**config.mk**
```make
export PLATFORM = sky130hd
export DESIGN_NAME = alu_bus_unit
export DESIGN_NICKNAME = d
export VERILOG_FILES = /design/src/rtl/alu_bus_pkg.sv /design/src/rtl/alu_slice.sv /design/src/rtl/alu_operand_regs.sv /design/src/rtl/alu_bus_unit.sv
export SDC_FILE = /design/constraint.sdc
export NUM_CORES = 1
export LEC_CHECK = 0
export ABC_AREA = 0
export BUFFER_PORTS_ARGS = -buffer_cell sky130_fd_sc_hd__buf_2
export CAP_MARGIN = 10
export CORE_UTILIZATION = 55
export CTS_CLUSTER_SIZE = 10
export DETAILED_ROUTE_END_ITERATION = 10
export PLACE_DENSITY = 0.74
export SLEW_MARGIN = 20
export SYNTH_ARGS = -nofsm -noshare
export SYNTH_HDL_FRONTEND = slang
export SYNTH_HIERARCHICAL = 1
export SYNTH_SLANG_ARGS = --single-unit
export TNS_END_PERCENT = 100
```
**constraint.sdc**
```tcl
create_clock -name clk -period 13.8 [get_ports clk]
set_input_delay 2.07 -clock clk [delete_from_list [all_inputs] [get_ports clk]]
set_output_delay 2.07 -clock clk [all_outputs]
set_load 0.01 [all_outputs]
```
**src/rtl/alu_bus_pkg.sv**
```systemverilog
package alu_bus_pkg;

    localparam int DATA_W  = 8;
    localparam int SLICE_W = 4;

    localparam logic [3:0] FN_SUM      = 4'b1001;
    localparam logic [3:0] FN_DIFF     = 4'b0110;
    localparam logic [3:0] FN_PASS_A   = 4'b1111;
    localparam logic [3:0] FN_PASS_B   = 4'b1010;

endpackage

```
**src/rtl/alu_slice.sv**
```systemverilog
module alu_slice #(
    parameter int W = 4
) (
    input  logic [W-1:0] a,
    input  logic [W-1:0] b,
    input  logic [3:0]   s,
    input  logic         m,
    input  logic         cin_n,
    output logic [W-1:0] f,
    output logic         cout_n
);

    localparam logic [W-1:0] ONES = {W{1'b1}};

    logic [W-1:0] lf;
    logic [W-1:0] x;
    logic [W-1:0] y;
    logic [W:0]   sum;

    // Logic functions
    always_comb begin
        unique case (s)
            4'b0000: lf = ~a;
            4'b0001: lf = ~(a | b);
            4'b0010: lf = ~a & b;
            4'b0011: lf = '0;
            4'b0100: lf = ~(a & b);
            4'b0101: lf = ~b;
            4'b0110: lf = a ^ b;
            4'b0111: lf = a & ~b;
            4'b1000: lf = ~a | b;
            4'b1001: lf = ~(a ^ b);
            4'b1010: lf = b;
            4'b1011: lf = a & b;
            4'b1100: lf = ONES;
            4'b1101: lf = a | ~b;
            4'b1110: lf = a | b;
            default: lf = a;
        endcase
    end

    // Arithmetic: two addend terms picked by the code, then one adder
    always_comb begin
        unique case (s)
            4'b0000: begin x = a;       y = '0;      end
            4'b0001: begin x = a | b;   y = '0;      end
            4'b0010: begin x = a | ~b;  y = '0;      end
            4'b0011: begin x = '0;      y = ONES;    end
            4'b0100: begin x = a;       y = a & ~b;  end
            4'b0101: begin x = a | b;   y = a & ~b;  end
            4'b0110: begin x = a;       y = ~b;      end
            4'b0111: begin x = a & ~b;  y = ONES;    end
            4'b1000: begin x = a;       y = a & b;   end
            4'b1001: begin x = a;       y = b;       end
            4'b1010: begin x = a | ~b;  y = a & b;   end
            4'b1011: begin x = a & b;   y = ONES;    end
            4'b1100: begin x = a;       y = a;       end
            4'b1101: begin x = a | b;   y = a;       end
            4'b1110: begin x = a | ~b;  y = a;       end
            default: begin x = a;       y = ONES;    end
        endcase
        sum = {1'b0, x} + {1'b0, y} + {{W{1'b0}}, ~cin_n};
    end

    always_comb begin
        f      = m ? lf : sum[W-1:0];
        cout_n = m ? 1'b1 : ~sum[W];
    end

endmodule

```
**src/rtl/alu_operand_regs.sv**
```systemverilog
module alu_operand_regs #(
    parameter int W = 8
) (
    input  logic         clk,
    input  logic         rst_n,
    input  logic [W-1:0] bus_in,
    input  logic         ld_a,
    input  logic         ld_b,
    output logic [W-1:0] opa,
    output logic [W-1:0] opb
);

    typedef struct packed {
        logic [W-1:0] a;
        logic [W-1:0] b;
    } opnd_t;

    opnd_t st_d;
    opnd_t st_q;

    always_comb begin
        st_d = st_q;
        if (ld_a) st_d.a = bus_in;
        if (ld_b) st_d.b = bus_in;
    end

    always_ff @(posedge clk or negedge rst_n) begin
        if (!rst_n) st_q <= '0;
        else        st_q <= st_d;
    end

    assign opa = st_q.a;
    assign opb = st_q.b;

    p_load_a_r1: assert property (@(posedge clk) disable iff (!rst_n)
        ld_a |=> opa == $past(bus_in));
    p_load_b_r1: assert property (@(posedge clk) disable iff (!rst_n)
        ld_b |=> opb == $past(bus_in));
    p_hold_a_r1: assert property (@(posedge clk) disable iff (!rst_n)
        !ld_a |=> $stable(opa));
    p_hold_b_r1: assert property (@(posedge clk) disable iff (!rst_n)
        !ld_b |=> $stable(opb));

endmodule

```
**src/rtl/alu_bus_unit.sv**
```systemverilog
module alu_bus_unit
    import alu_bus_pkg::*;
#(
    parameter int DW = DATA_W,
    parameter int SW = SLICE_W
) (
    input  logic          clk,
    input  logic          rst_n,
    input  logic [DW-1:0] bus_in,
    input  logic          ld_a,
    input  logic          ld_b,
    input  logic [3:0]    fsel,
    input  logic          mode_logic,
    input  logic          cin_n,
    input  logic          drive_en,
    output logic [DW-1:0] bus_out,
    output logic          bus_oe,
    output logic          cout_n
);

    localparam int NSL = DW / SW;

    logic [DW-1:0] opa;
    logic [DW-1:0] opb;
    logic [DW-1:0] res;
    logic [NSL:0]  cn_chain;

    alu_operand_regs #(.W(DW)) u_regs (
        .clk    (clk),
        .rst_n  (rst_n),
        .bus_in (bus_in),
        .ld_a   (ld_a),
        .ld_b   (ld_b),
        .opa    (opa),
        .opb    (opb)
    );

    assign cn_chain[0] = cin_n;

    for (genvar g = 0; g < NSL; g++) begin : g_slice
        alu_slice #(.W(SW)) u_slice (
            .a      (opa[g*SW +: SW]),
            .b      (opb[g*SW +: SW]),
            .s      (fsel),
            .m      (mode_logic),
            .cin_n  (cn_chain[g]),
            .f      (res[g*SW +: SW]),
            .cout_n (cn_chain[g+1])
        );
    end

    assign bus_out = drive_en ? res : '0;
    assign bus_oe  = drive_en;
    assign cout_n  = cn_chain[NSL];

    p_sum_r5: assert property (@(posedge clk) disable iff (!rst_n)
        (!mode_logic && fsel == FN_SUM) |->
        {~cout_n, res} == ({1'b0, opa} + {1'b0, opb} + {{DW{1'b0}}, ~cin_n}));
    p_diff_r6: assert property (@(posedge clk) disable iff (!rst_n)
        (!mode_logic && fsel == FN_DIFF) |->
        {~cout_n, res} == ({1'b0, opa} + {1'b0, ~opb} + {{DW{1'b0}}, ~cin_n}));
    p_logic_cout_r4: assert property (@(posedge clk) disable iff (!rst_n)
        mode_logic |-> cout_n);
    p_pass_b_r3: assert property (@(posedge clk) disable iff (!rst_n)
        (mode_logic && fsel == FN_PASS_B) |-> res == opb);

endmodule

```
# After elaboration in Yosys (flattened, before gate mapping)
# Cells that the tools add are included.
# totals
ff_bits	16
latch_bits	0
mem_bits_rw	0
romBits	0
in_bits	19
out_inout_bits	10
wordCells	66
mem_count	0
# op_classes
add_sub_neg	4
n_mul	0
div_mod_pow	0
order_cmp	0
n_eq_ne	14
n_shift	0
n_mux	11
bitwise_logic	28
reduce_logical	7
# op_table
op	n
$pmux 4 s15	2
$pmux 4 s6	2
$not 4->4	10
$pmux 4 s5	2
$eq 4x4->1 const B	7
$and 4x4->4	6
$or 4x4->4	6
$eq 4x3->1 const B	4
$reduce_or 3->1	4
$add 4x4->5	2
$add 5x1->5	2
$eq 4x2->1 const B	2
$mux 4	2
$mux 8	1
$xor 4x4->4	2
$eq 4x1->1 const B	1
$logic_not 4->1	1
$not 1->1	4
$reduce_or 2->1	2
$mux 1	2

# Depth between registers and ports, before layout
# logic_depth
word_depth	11
depth_mapped	20

# By module
# Netlist, hierarchy kept.
# modules_own_cells
mod	instances	cells_each	area_per_inst_um2	seq_area_each_um2
alu_slice (g_slice[0].u_slice)	1	199	1322.5	0.0
alu_slice (g_slice[1].u_slice)	1	194	1310.0	0.0
alu_operand_regs	1	34	663.1	400.4
alu_bus_unit	1	9	57.6	0.0

# Least setup slack after synthesis
# Ideal clock, no wire load.
# synth_path
path_type	input to output
start	in fsel[3]
end	out bus_out[6]
t_arrival_ns	5.626
required_time_ns	11.730
slack_ns	6.104
stages	19
n_path_buf	2
cell_sequence	buf_6 > nor2b_1 > buf_2 > a22oi_1 > nor2_1 > a221oi_1 > a21oi_1 > fa_1 > fa_1 > a21o_1 > a21oi_1 > or2_2 > inv_1 > fa_1 > fa_1 > xor2_1 > o22ai_1 > a21oi_1 > and2_1
# synth_via
elab_chain_cells	11
# synth_rtl
element	line	text
from (decl)	alu_bus_unit.sv:12	input logic [3:0] fsel,
$eq 4x4->1, or another cell as far along	alu_slice.sv:44	unique case (s)
$reduce_or 3->1 (no source line) or $reduce_or 2->1 (tied branches)	--	
$pmux 4 s6 or $pmux 4 s5 (tied branches)	alu_slice.sv:44	
$add 4x4->5 (*)	alu_slice.sv:62	sum = {1'b0, x} + {1'b0, y} + {{W{1'b0}}, ~cin_n};
$add 5x1->5 (*)	alu_slice.sv:62	
$not 1->1 (*)	alu_slice.sv:67	cout_n = m ? 1'b1 : ~sum[W];
$mux 1 (*)	alu_slice.sv:67	
net cn_chain[1]	alu_bus_unit.sv:26	logic [NSL:0] cn_chain;
$not 1->1 (*)	alu_slice.sv:62	
$add 5x1->5 (*)	alu_slice.sv:62	
$mux 4 (*)	alu_slice.sv:66	f = m ? lf : sum[W-1:0];
net res[6]	alu_bus_unit.sv:25	logic [DW-1:0] res;
$mux 8 (*)	alu_bus_unit.sv:52	assign bus_out = drive_en ? res : '0;
to (decl)	alu_bus_unit.sv:16	output logic [DW-1:0] bus_out,
# The timed path passes the listed nets; every way through them passes the cells marked *.

# Final worst setup path
# Same ends and word-level chain as after synthesis.

==> flow_results.org <==
** Outcome
- Result of the run :: finished, final reports clean

** Pwr
- For this design the ratio of total power to cell area is between 60 and 70 nW/um^2.
- Worst VDD drop :: a little under 0.00007 V
- Leakage power :: about 1.5 nW

** Clock tree
- Clock latency at the later pin of the worst-skew pair :: between 200 and 250 ps
- The clock passes through at most 2 buffers.
- Sink Count :: 16
- TritonCTS built the clock tree.
- # H-tree levels :: 1
- Root buffer cell :: clkbuf_8
- In this run the post-CTS setup repair buffer count came out at 0.
- Cts-stage hold buffer count :: 0
- After clock tree synthesis, the clock-pin slew on the worst setup and hold paths is around 60 ps.
- Gates resized, CTS repair :: 0
- Counting the buffers created by CTS gives 3.

** Cells and area
- Final net count :: between 500 and 600
- Core utilization of the finished layout :: 58.4%
- Number of antenna cells inserted :: 0
- Once layout is complete, the cells apart from fillers number 513.
- Filler cell count in the final layout :: 567
- Compared with the post-synthesis result, the final layout area differs by 2.57%.
- Of the cells placed in the final design, the portion with a size suffix greater than 1 is between 10 and 15%.

** Placed design
- Once placement completed, the tool counted placed cells totaling 510.
- Port Buf Inserts :: 28
- The wire-length estimate of the detail-placed layout is 6560 um.
- RD Place Congestion :: 0.961

** STA
- Hold timing on the final database bottoms out at a slack of between 600 and 700 ps.
- Final setup skew :: 0 ps
- Fraction of the cycle the final worst path needs :: 64.7%
- Time the final worst path needs with I/O delays and setup :: slightly below 9000 ps
- Slew Limit Headroom :: 40.1%
- Final hold violations :: 0
- Slew at the pin with the worst max-slew slack :: 899 ps
- Max-slew violations :: 0
- Summed over all failing endpoints, the final setup total negative slack is 0 ps.
- RSZ-0062 raised after global routing :: false
- Endpoints failing setup :: 0
- Peak clock frequency supported by timing :: 112 MHz

** Detailed routing
- After the first detailed-routing iteration, the DRC count stood at between 500 and 600.
- Total length of routed wires :: 9060 um
- Before antenna repair, the detailed router went through 5 iterations.
- Final routed wire length divided by cell count :: roughly 18 um
- Ratio of routed vias to standard cells :: around 6.6
- In the routed design, unresolved DRC markers number 0.
- Vias after detailed routing :: between 3k and 4k
- Number of nets with antenna violations after detailed routing :: 0

** Critical path
- Critical Path Slowest Stage Cell :: buf_2
- Crit-path leading delay family :: adder cells
- Bufs and invs on worst path :: 4
- Endpoint arrival time on the critical path :: between 6000 and 7000 ps
- For this run, the slowest stage of the critical path takes around 670 ps.
- Maximum fanout count along the critical path :: 52
- Required time of the critical path :: about 12000 ps
- The critical path is of the input port to primary output type.
- STA classifies the critical path startpoint as an input port.
- Walking the worst path, the cells encountered are buf_2 -> clkinv_1 -> o21ai_0 -> a21o_1 -> a21oi_1 -> fa_1 -> fa_1 -> a21o_1 -> a21oi_1 -> or2_2 -> inv_1 -> fa_1 -> fa_1 -> xor2_1 -> o22ai_1 -> a21oi_1 -> and2_1 -> buf_2.
- Cell mode on critical path :: fa_1
- The worst setup path is captured at a primary output.

** Yosys
- Mean Syn Cell Area :: about 7.7 sq um
- EDFF count, synth :: 0
- Syn nets :: around 500
- Cell types occupying the most area after synthesis :: ha_1 14%, dfrtp_1 12%, mux2_4 7.6%, a21oi_1 5.8%, nor2_1 5.3%
- In the synthesized netlist the dominant register cell turns out to be dfrtp_1.
- Fraction of post-synthesis cell area in the top cell type by area :: between 10% and 20%
- The commonest cells after synthesis are 47 x nor2_1, 39 x a21oi_1, 39 x nand2_1.
- By instance count, the leading cell after synthesis is nor2_1.
- Total standard cell area after synthesis :: roughly 3400 sq um
- Share of synthesized registers carrying an async set or reset :: 100%
- In this run, distinct cell masters in the synthesized netlist total just over 60.
- Number of warnings reported in the yosys synthesis log :: 6
- Most area-hungry cell type in the Yosys netlist :: ha_1
- After technology mapping, the gate count stands at 436.
- Synthesis inferred 16 register bits.
- Sequential elements use 11.9% of the synthesized area.

** Global routing
- The via count of the first global-routing pass is 2955.
- Global routing usage summed across all routing layers :: approximately 29%
- Final global-route overflow total :: 0
- First-pass GRT wire length :: between 10000 and 15000 um
- Entering global routing, the biggest net connects 75 pins.
- Antenna violations before repair :: 0

** Floorplanning
- The floorplan step set the die height to 80.1 um.
- From left edge to right edge, the die measures between 80 and 90 um.
- The initialized floorplan defines 28 standard-cell rows.
- The floorplan step defined a die boundary enclosing 6410 sq um.
- Initial core utilization :: 57.0%
- Floorplan core area :: 5890 sq um
- For this design the top-level I/O count stands at 29.

** Hold path
- Type of the worst min-delay path :: flip-flop to flip-flop

** Job
- Across the run, the number of max-cap violations was 0.
## per-layer routing
metal | vias to the layer above | global-route usage, % | share of wire [%]
met4 | 0 | 8.04 | 2.3
li1 | 1615 | - | -
met2 | 197 | 43.7 | 43
met1 | 1559 | 44.1 | 46
met5 | - | 0 | 0
met3 | 21 | 1.48 | 8.8
## worst paths after layout
kind | slack (ps) | endpoint | depth (start not counted) | start
max | 4860 | bus_out[6] | 18 | fsel[3]
min | 640 | u_regs/opb[7]$_DFFE_PN0P_ | 1 | u_regs/opb[7]$_DFFE_PN0P_
max reg2reg | 12870 | u_regs/opb[5]$_DFFE_PN0P_ | 1 | u_regs/opb[5]$_DFFE_PN0P_
min reg2reg | 640 | u_regs/opb[7]$_DFFE_PN0P_ | 1 | u_regs/opb[7]$_DFFE_PN0P_
max in group asynchronous | 11830 | u_regs/opb[1]$_DFFE_PN0P_ | 1 | rst_n
min in group asynchronous | 1720 | u_regs/opb[4]$_DFFE_PN0P_ | 1 | rst_n
## layout by cell type (no fill, tap or decap), types with 3 or more instances in the layout
cell / n
nor2_1: 47
a21oi_1: 39
nand2_1: 39
ha_1: 38
buf_2: 28
inv_1: 23
mux2_4: 17
o21ai_0: 16
dfrtp_1: 16
nor3_1: 14
o22ai_1: 13
nand2b_1: 10
a22oi_1: 10
and2_1: 9
mux2i_1: 9
nand3_1: 7
o211ai_1: 7
a21o_1: 6
nor2b_1: 6
a221oi_1: 6
a31oi_1: 6
o221ai_1: 4
fa_1: 4
clkbuf_8: 3
a222oi_1: 3
o311ai_0: 3
mux2_2: 3
a211oi_1: 3
nor3b_1: 3
o31ai_1: 3
buf_4: 3
## cells by family (layout without fill, tap and decap cells)
| family | count (synthesis) | count (layout) | share of synthesized area [%] |
|---|---|---|---|
| AND/OR/NAND/NOR | 147 | 147 | 20.7 |
| AO/OA/AOI/OAI | 139 | 139 | 28.0 |
| buffers and inverters | 57 | 59 | 9.10 |
| adder cells (fa/ha/maj) | 42 | 42 | 16.6 |
| multiplexers | 31 | 31 | 12.6 |
| flip-flops | 16 | 16 | 11.9 |
| XOR/XNOR | 4 | 4 | 1.04 |
## registers in the layout, summed over array words and instances, names as in the netlist
signal / cells
u_regs/opa: 8
u_regs/opb: 8
## cell type report
type                       count  area (sq um)  area share, %
timing repair buffer          31           163           4.73
inverter                      25          93.8           2.73
multi-input combinational    363          2650           77.0
sequential                    16           400           11.6
clock buffer                   3          41.3           1.20
tap                           75          93.8           2.73
## report_power, final
| group | internal [mW] | total, mW | switching, mW |
|---|---|---|---|
| combinational | 0.0635 | 0.143 | 0.0791 |
| clock | 0.0193 | 0.0328 | 0.0136 |
| sequential | 0.0516 | 0.0630 | 0.0114 |
| total | 0.134 | 0.238 | 0.104 |
## stage by stage
stage | area, sq um | power [mW] | setup slack, ps
after floorplan | 3350 | 0.170 | 6100
after global placement | 3400 | 0.200 | 5090
after detailed placement | 3400 | 0.203 | 4960
after CTS | 3440 | 0.237 | 4960
after global routing | 3440 | 0.258 | 4600
final | 3440 | 0.238 | 4860
(Power assumes the default switching activity.)
